### src/rtl/inorder_arb_pkg.sv
package inorder_arb_pkg;
    // Index reached by stepping off places upward from base, wrapping at n.
    function automatic int unsigned rr_offset(input int unsigned base,
                                              input int unsigned off,
                                              input int unsigned n);
        return (base + off) % n;
    endfunction
endpackage

### src/rtl/inorder_arb_rr.sv
module inorder_arb_rr
    import inorder_arb_pkg::*;
#(
    parameter int N  = 4,
    parameter int IW = (N > 1) ? $clog2(N) : 1
) (
    input  logic          clk,
    input  logic          rst_n,
    input  logic [N-1:0]  req,
    input  logic          adv,
    output logic          gnt_vld,
    output logic [IW-1:0] gnt_idx
);
    typedef struct packed {
        logic [IW-1:0] ptr;
    } rr_state_t;

    rr_state_t     st_d, st_q;
    logic [IW-1:0] cand;

    always_comb begin
        st_d    = st_q;
        gnt_vld = 1'b0;
        gnt_idx = '0;
        cand    = '0;
        // Scan from farthest to nearest so the nearest requester wins.
        for (int k = N - 1; k >= 0; k--) begin
            cand = IW'(rr_offset(int'(st_q.ptr), k, N));
            if (req[cand]) begin
                gnt_vld = 1'b1;
                gnt_idx = cand;
            end
        end
        if (adv && gnt_vld) begin
            st_d.ptr = IW'(rr_offset(int'(gnt_idx), 1, N));
        end
    end

    always_ff @(posedge clk) begin
        if (!rst_n) st_q <= '0;
        else        st_q <= st_d;
    end
endmodule

### src/rtl/inorder_arb_idq.sv
module inorder_arb_idq #(
    parameter int DEPTH = 8,
    parameter int IW    = 2,
    localparam int PW   = (DEPTH > 1) ? $clog2(DEPTH) : 1,
    localparam int CW   = $clog2(DEPTH + 1)
) (
    input  logic          clk,
    input  logic          rst_n,
    input  logic          push,
    input  logic [IW-1:0] din,
    input  logic          pop,
    input  logic          flush,
    output logic [IW-1:0] head,
    output logic          full,
    output logic          empty
);
    typedef struct packed {
        logic [DEPTH-1:0][IW-1:0] mem;
        logic [PW-1:0]            wp;
        logic [PW-1:0]            rp;
        logic [CW-1:0]            cnt;
    } idq_state_t;

    idq_state_t st_d, st_q;
    logic       push_ok, pop_ok;

    always_comb begin
        st_d    = st_q;
        full    = (st_q.cnt == CW'(DEPTH));
        empty   = (st_q.cnt == '0);
        head    = st_q.mem[st_q.rp];
        push_ok = push && !full;
        pop_ok  = pop && !empty;
        if (flush) begin
            st_d.wp  = '0;
            st_d.rp  = '0;
            st_d.cnt = '0;
        end else begin
            if (push_ok) begin
                st_d.mem[st_q.wp] = din;
                st_d.wp           = st_q.wp + PW'(1);
            end
            if (pop_ok) begin
                st_d.rp = st_q.rp + PW'(1);
            end
            st_d.cnt = st_q.cnt + CW'(push_ok) - CW'(pop_ok);
        end
    end

    always_ff @(posedge clk) begin
        if (!rst_n) st_q <= '0;
        else        st_q <= st_d;
    end
endmodule

### src/rtl/inorder_arb.sv
module inorder_arb #(
    parameter int N     = 4,
    parameter int AW    = 16,
    parameter int DW    = 32,
    parameter int DEPTH = 8,
    localparam int IW   = (N > 1) ? $clog2(N) : 1
) (
    input  logic            clk,
    input  logic            rst_n,
    input  logic [N-1:0]    m_cyc,
    input  logic [N-1:0]    m_stb,
    input  logic [N-1:0]    m_we,
    input  logic [N*AW-1:0] m_adr,
    input  logic [N*DW-1:0] m_wdat,
    output logic [N-1:0]    m_stall,
    output logic [N-1:0]    m_ack,
    output logic [N-1:0]    m_err,
    output logic [DW-1:0]   m_rdat,
    output logic            s_cyc,
    output logic            s_stb,
    output logic            s_we,
    output logic [AW-1:0]   s_adr,
    output logic [DW-1:0]   s_wdat,
    input  logic            s_stall,
    input  logic            s_ack,
    input  logic            s_err,
    input  logic [DW-1:0]   s_rdat
);
    logic [N-1:0]  req;
    logic          gnt_vld, fire, q_full, q_empty, q_pop;
    logic [IW-1:0] gnt_idx, q_head;

    assign req = m_cyc & m_stb;

    inorder_arb_rr #(.N(N), .IW(IW)) u_rr (
        .clk     (clk),
        .rst_n   (rst_n),
        .req     (req),
        .adv     (fire),
        .gnt_vld (gnt_vld),
        .gnt_idx (gnt_idx)
    );

    inorder_arb_idq #(.DEPTH(DEPTH), .IW(IW)) u_idq (
        .clk   (clk),
        .rst_n (rst_n),
        .push  (fire),
        .din   (gnt_idx),
        .pop   (q_pop),
        .flush (s_err),
        .head  (q_head),
        .full  (q_full),
        .empty (q_empty)
    );

    always_comb begin
        s_stb  = gnt_vld && !q_full && !s_err;
        fire   = s_stb && !s_stall;
        q_pop  = s_ack && !s_err && !q_empty;
        s_cyc  = |m_cyc;
        m_rdat = s_rdat;
        s_we   = 1'b0;
        s_adr  = '0;
        s_wdat = '0;
        for (int i = 0; i < N; i++) begin
            if (gnt_idx == IW'(i)) begin
                s_we   = m_we[i];
                s_adr  = m_adr[i*AW +: AW];
                s_wdat = m_wdat[i*DW +: DW];
            end
        end
    end

    for (genvar g = 0; g < N; g++) begin : g_port
        assign m_stall[g] = !(fire && gnt_idx == IW'(g));
        assign m_ack[g]   = q_pop && q_head == IW'(g);
        assign m_err[g]   = s_err && m_cyc[g];
    end
endmodule

### config.mk
export PLATFORM = sky130hd
export DESIGN_NAME = inorder_arb
export DESIGN_NICKNAME = d
export VERILOG_FILES = /design/src/rtl/inorder_arb_pkg.sv /design/src/rtl/inorder_arb_rr.sv /design/src/rtl/inorder_arb_idq.sv /design/src/rtl/inorder_arb.sv
export SDC_FILE = /design/constraint.sdc
export NUM_CORES = 1
export LEC_CHECK = 0
export ABC_AREA = 1
export BUFFER_PORTS_ARGS = -buffer_cell sky130_fd_sc_hd__buf_4
export CORE_AREA = 5 5 126 128
export DETAILED_ROUTE_END_ITERATION = 6
export DIE_AREA = 0 0 131 133
export PLACE_DENSITY = 0.67
export SYNTH_ARGS = -nofsm -noshare
export SYNTH_HDL_FRONTEND = slang
export SYNTH_SLANG_ARGS = --single-unit
### constraint.sdc
create_clock -name clk -period 8.1 [get_ports clk]
set_clock_uncertainty 0.15 [all_clocks]
set_input_delay 1.215 -clock clk [delete_from_list [all_inputs] [get_ports clk]]
set_output_delay 1.215 -clock clk [all_outputs]
set_load 0.02 [all_outputs]
==> flow_summary.yaml <==
synthesis:
  synthCells: 723
  synth_async_sr_flop_share_pct: 0
  synth.cell_area_mm2: 0.003729
  postSynthRegisterBits: 28
  synth_fp_nets: 977
  yosysTopAreaCellShare_pct: 28.39
  synth-main-ff-cell: "sky130_fd_sc_hd__dfxtp_1"
  ys_seq_area_share_pct: 15.03
  yosys.cell_types.count: 30
  yosys-top-cells-area: "sky130_fd_sc_hd__nand2_1, sky130_fd_sc_hd__a21oi_1, sky130_fd_sc_hd__dfxtp_1"
  post_synth_edffs: 0
  post_synth.cell_area_avg_um2: 5.157
  synth.yosys.warnings: 0
  yosysTopAreaCell: "sky130_fd_sc_hd__nand2_1"
die:
  placement_rows: 45
  initial_core_utilization_pct: 25.28
  fp.dieW_um: 131
  core_region_area_mm2: 0.01475
  die_y_um: 133
  ioPinCount: 336
  floorplan.die_area_mm2: 0.01742
power_and_ir_drop:
  cellPowerDensity_mw_per_mm2: 299.6
  static-leakage-power_nw: 3.071
  peakVddDrop_mv: 0.1922
sta:
  tightest_slew_ps: 1124
  hold-worst-slack_ps: 363.2
  rsz0062_at_grt: "false"
  hold_viol_final: 0
  slew_violations: 0
  timing.final.setup_violations: 0
  post-route-period-util_pct: 71.90
  worst_max_slew_margin_expressed_relative_to_the_limit_pct: 25.01
  fmax_mhz: 171.7
  final_min_period_ps: 5824
  totalNegativeSetupSlack_ps: 0
placement:
  place.port_buffers: 271
  dp_hpwl_um: 13340
  placedCellCount: 1115
  finalWeightedCongestion: 0.9328
final_layout:
  syn2layout_area_growth_pct: 54.03
  layout.cells.most_common_list: "sky130_fd_sc_hd__nand2_1, sky130_fd_sc_hd__buf_4, sky130_fd_sc_hd__a21oi_1"
  post_route_cells_drive_above_1_share_pct: 32.01
  num_antenna_cells: 0
  layout.cells.most_common: "sky130_fd_sc_hd__nand2_1"
  fin_cells: 1119
  fin_nets: 1186
  layout.core_utilization_pct: 38.93
clock_network:
  cts.path.max_buffers: 2
  clk_pin_slew_worst_paths_ps: 70
  cts.hold.buffers_added: 0
  cts.repair_timing.setup_buffer_count: 0
  postCtsResizedCells: 0
  cts_tree: "done"
  htree_levels: 1
  clock_sinks: 28
  worstSkewPairLatency_ps: 260
  cts_made_buffers: 3
  clockRootBuffer: "sky130_fd_sc_hd__clkbuf_16"
setup_path:
  worst-setup-path-type: "input pin to primary output"
  setup.worst_path.start_class: "input pin"
  crit_path_start: "m_cyc[2]"
  critical_path.reg2reg.startpoint: "u_idq.st_q[2]"
  setup.worst_path.end_class: "primary output"
  worst-endpoint-required_ps: 6730
  worst_ep_arrival_time_ps: 4460
  crit_path_max_fanout: 51
flow_run:
  timing.max_cap.violations: 0
hold_path:
  holdCritPathClass: "flop to flop"
  hp-start: "u_idq.st_q[24]"
drt:
  route.detailed.vias_per_inst: 4.595
  drt_wl_total_um: 16580
  total_number_of_vias: 5142
  drt_pass1_iterations: 5
  number_of_drc_violations_after_detailed_routing_iteration_0: 264
  route.antenna.remaining_nets: 0
  wl_per_cell_um: 14.82
  remaining_drc_errors: 0
global_routing:
  globalRouteOverflowTotal: 0
  grt_first_pass_wirelength_um: 24730
  grt_pass1_vias: 4747
  grt_antenna_before_repair: 1
  grt_max_degree: 52
  groute.usage.overall_pct: 17.50
run_status:
  outcome: "finished, final reports clean"
final cells by class:
| class | count | area [um2] |
|---|---|---|
| Fill cell | 1652 | 9009 |
| Multi-Input combinational cell | 566 | 2561 |
| Timing Repair Buffer | 274 | 2057 |
| Sequential cell | 28 | 560.5 |
| Tap cell | 188 | 235.2 |
| Inverter | 59 | 224.0 |
| Clock buffer | 3 | 75.07 |
| Clock inverter | 1 | 30.03 |
cell families after synthesis:
kind of cell,Yosys count,synth area share (%)
AOI/OAI and AO/OA,138,19.13
adders and majority gates,13,4.564
buffers and inverters,129,16.68
DFF,28,15.03
and+or+nand+nor,415,44.60
per-stage QoR:
stage | setup WS, ps | total power, mW | area [um2]
final | 2276 | 1.720 | 5743
after global routing | 1868 | 1.842 | 5743
after CTS | 2221 | 1.736 | 5743
after detailed placement | 2234 | 1.585 | 5638
after global placement | 2262 | 1.580 | 5638
after floorplan | 3380 | 1.024 | 3729
per-layer routing:
layer	vias up	share of wire, %	global-route usage, %
li1	2646	-	-
met1	2258	39	21.00
met2	216	50	30.95
met3	20	9.6	5.289
met4	2	1.6	2.686
met5	-	0.078	0
cells in the mapped netlist, types with 2 or more instances:
| cell type | instances |
|---|---|
| sky130_fd_sc_hd__inv_2 | 2 |
| sky130_fd_sc_hd__nand3_4 | 2 |
| sky130_fd_sc_hd__nor2_2 | 2 |
| sky130_fd_sc_hd__buf_1 | 4 |
| sky130_fd_sc_hd__a21oi_1 | 115 |
| sky130_fd_sc_hd__o21ai_1 | 3 |
| sky130_fd_sc_hd__nand3_1 | 6 |
| sky130_fd_sc_hd__o21ai_0 | 17 |
| sky130_fd_sc_hd__nor2_1 | 105 |
| sky130_fd_sc_hd__buf_4 | 32 |
| sky130_fd_sc_hd__dfxtp_1 | 28 |
| sky130_fd_sc_hd__nand4_1 | 8 |
| sky130_fd_sc_hd__clkbuf_1 | 27 |
| sky130_fd_sc_hd__buf_2 | 6 |
| sky130_fd_sc_hd__nor2_4 | 3 |
| sky130_fd_sc_hd__nand2_2 | 3 |
| sky130_fd_sc_hd__ha_1 | 12 |
| sky130_fd_sc_hd__inv_1 | 55 |
| sky130_fd_sc_hd__nand2_1 | 282 |
critical path: stages:
cell and delay, ps:
sky130_fd_sc_hd__buf_4 120, sky130_fd_sc_hd__nand2_1 80, sky130_fd_sc_hd__nand2_1 60, sky130_fd_sc_hd__nand2_2 100, sky130_fd_sc_hd__nor2_2 50, sky130_fd_sc_hd__nor2_4 170
sky130_fd_sc_hd__nand2_1 70, sky130_fd_sc_hd__nand2_1 60, sky130_fd_sc_hd__nand2_1 50, sky130_fd_sc_hd__nand2_2 130, sky130_fd_sc_hd__inv_2 100, sky130_fd_sc_hd__ha_2 530
sky130_fd_sc_hd__nor2_4 990, sky130_fd_sc_hd__nand2_1 100, sky130_fd_sc_hd__nand2_1 100, sky130_fd_sc_hd__nand2_1 50, sky130_fd_sc_hd__a21oi_1 240, sky130_fd_sc_hd__buf_4 190
flip-flops by register name (all words and copies together), names as in the netlist:
| signal | cells |
|---|---|
| u_idq.st_q | 26 |
| u_rr.st_q | 2 |
power by group:
part           leakage [nW]  internal (mW)  switching, mW
logic                  2.79          0.533          0.893
registers             0.227          0.143        0.00500
clock network        0.0511         0.0984         0.0482
total                  3.07          0.774          0.946
worst paths after layout:
path | slack (ps) | endpoint | cells after the start
worst min-delay path | 360 | u_idq.st_q[24] | 4
worst max register to register | 5490 | u_idq.st_q[2] | 12
worst min register to register | 360 | u_idq.st_q[24] | 4
worst max-delay path | 2280 | s_wdat[4] | 18
Note: power is estimated with default switching activity, not from simulation.
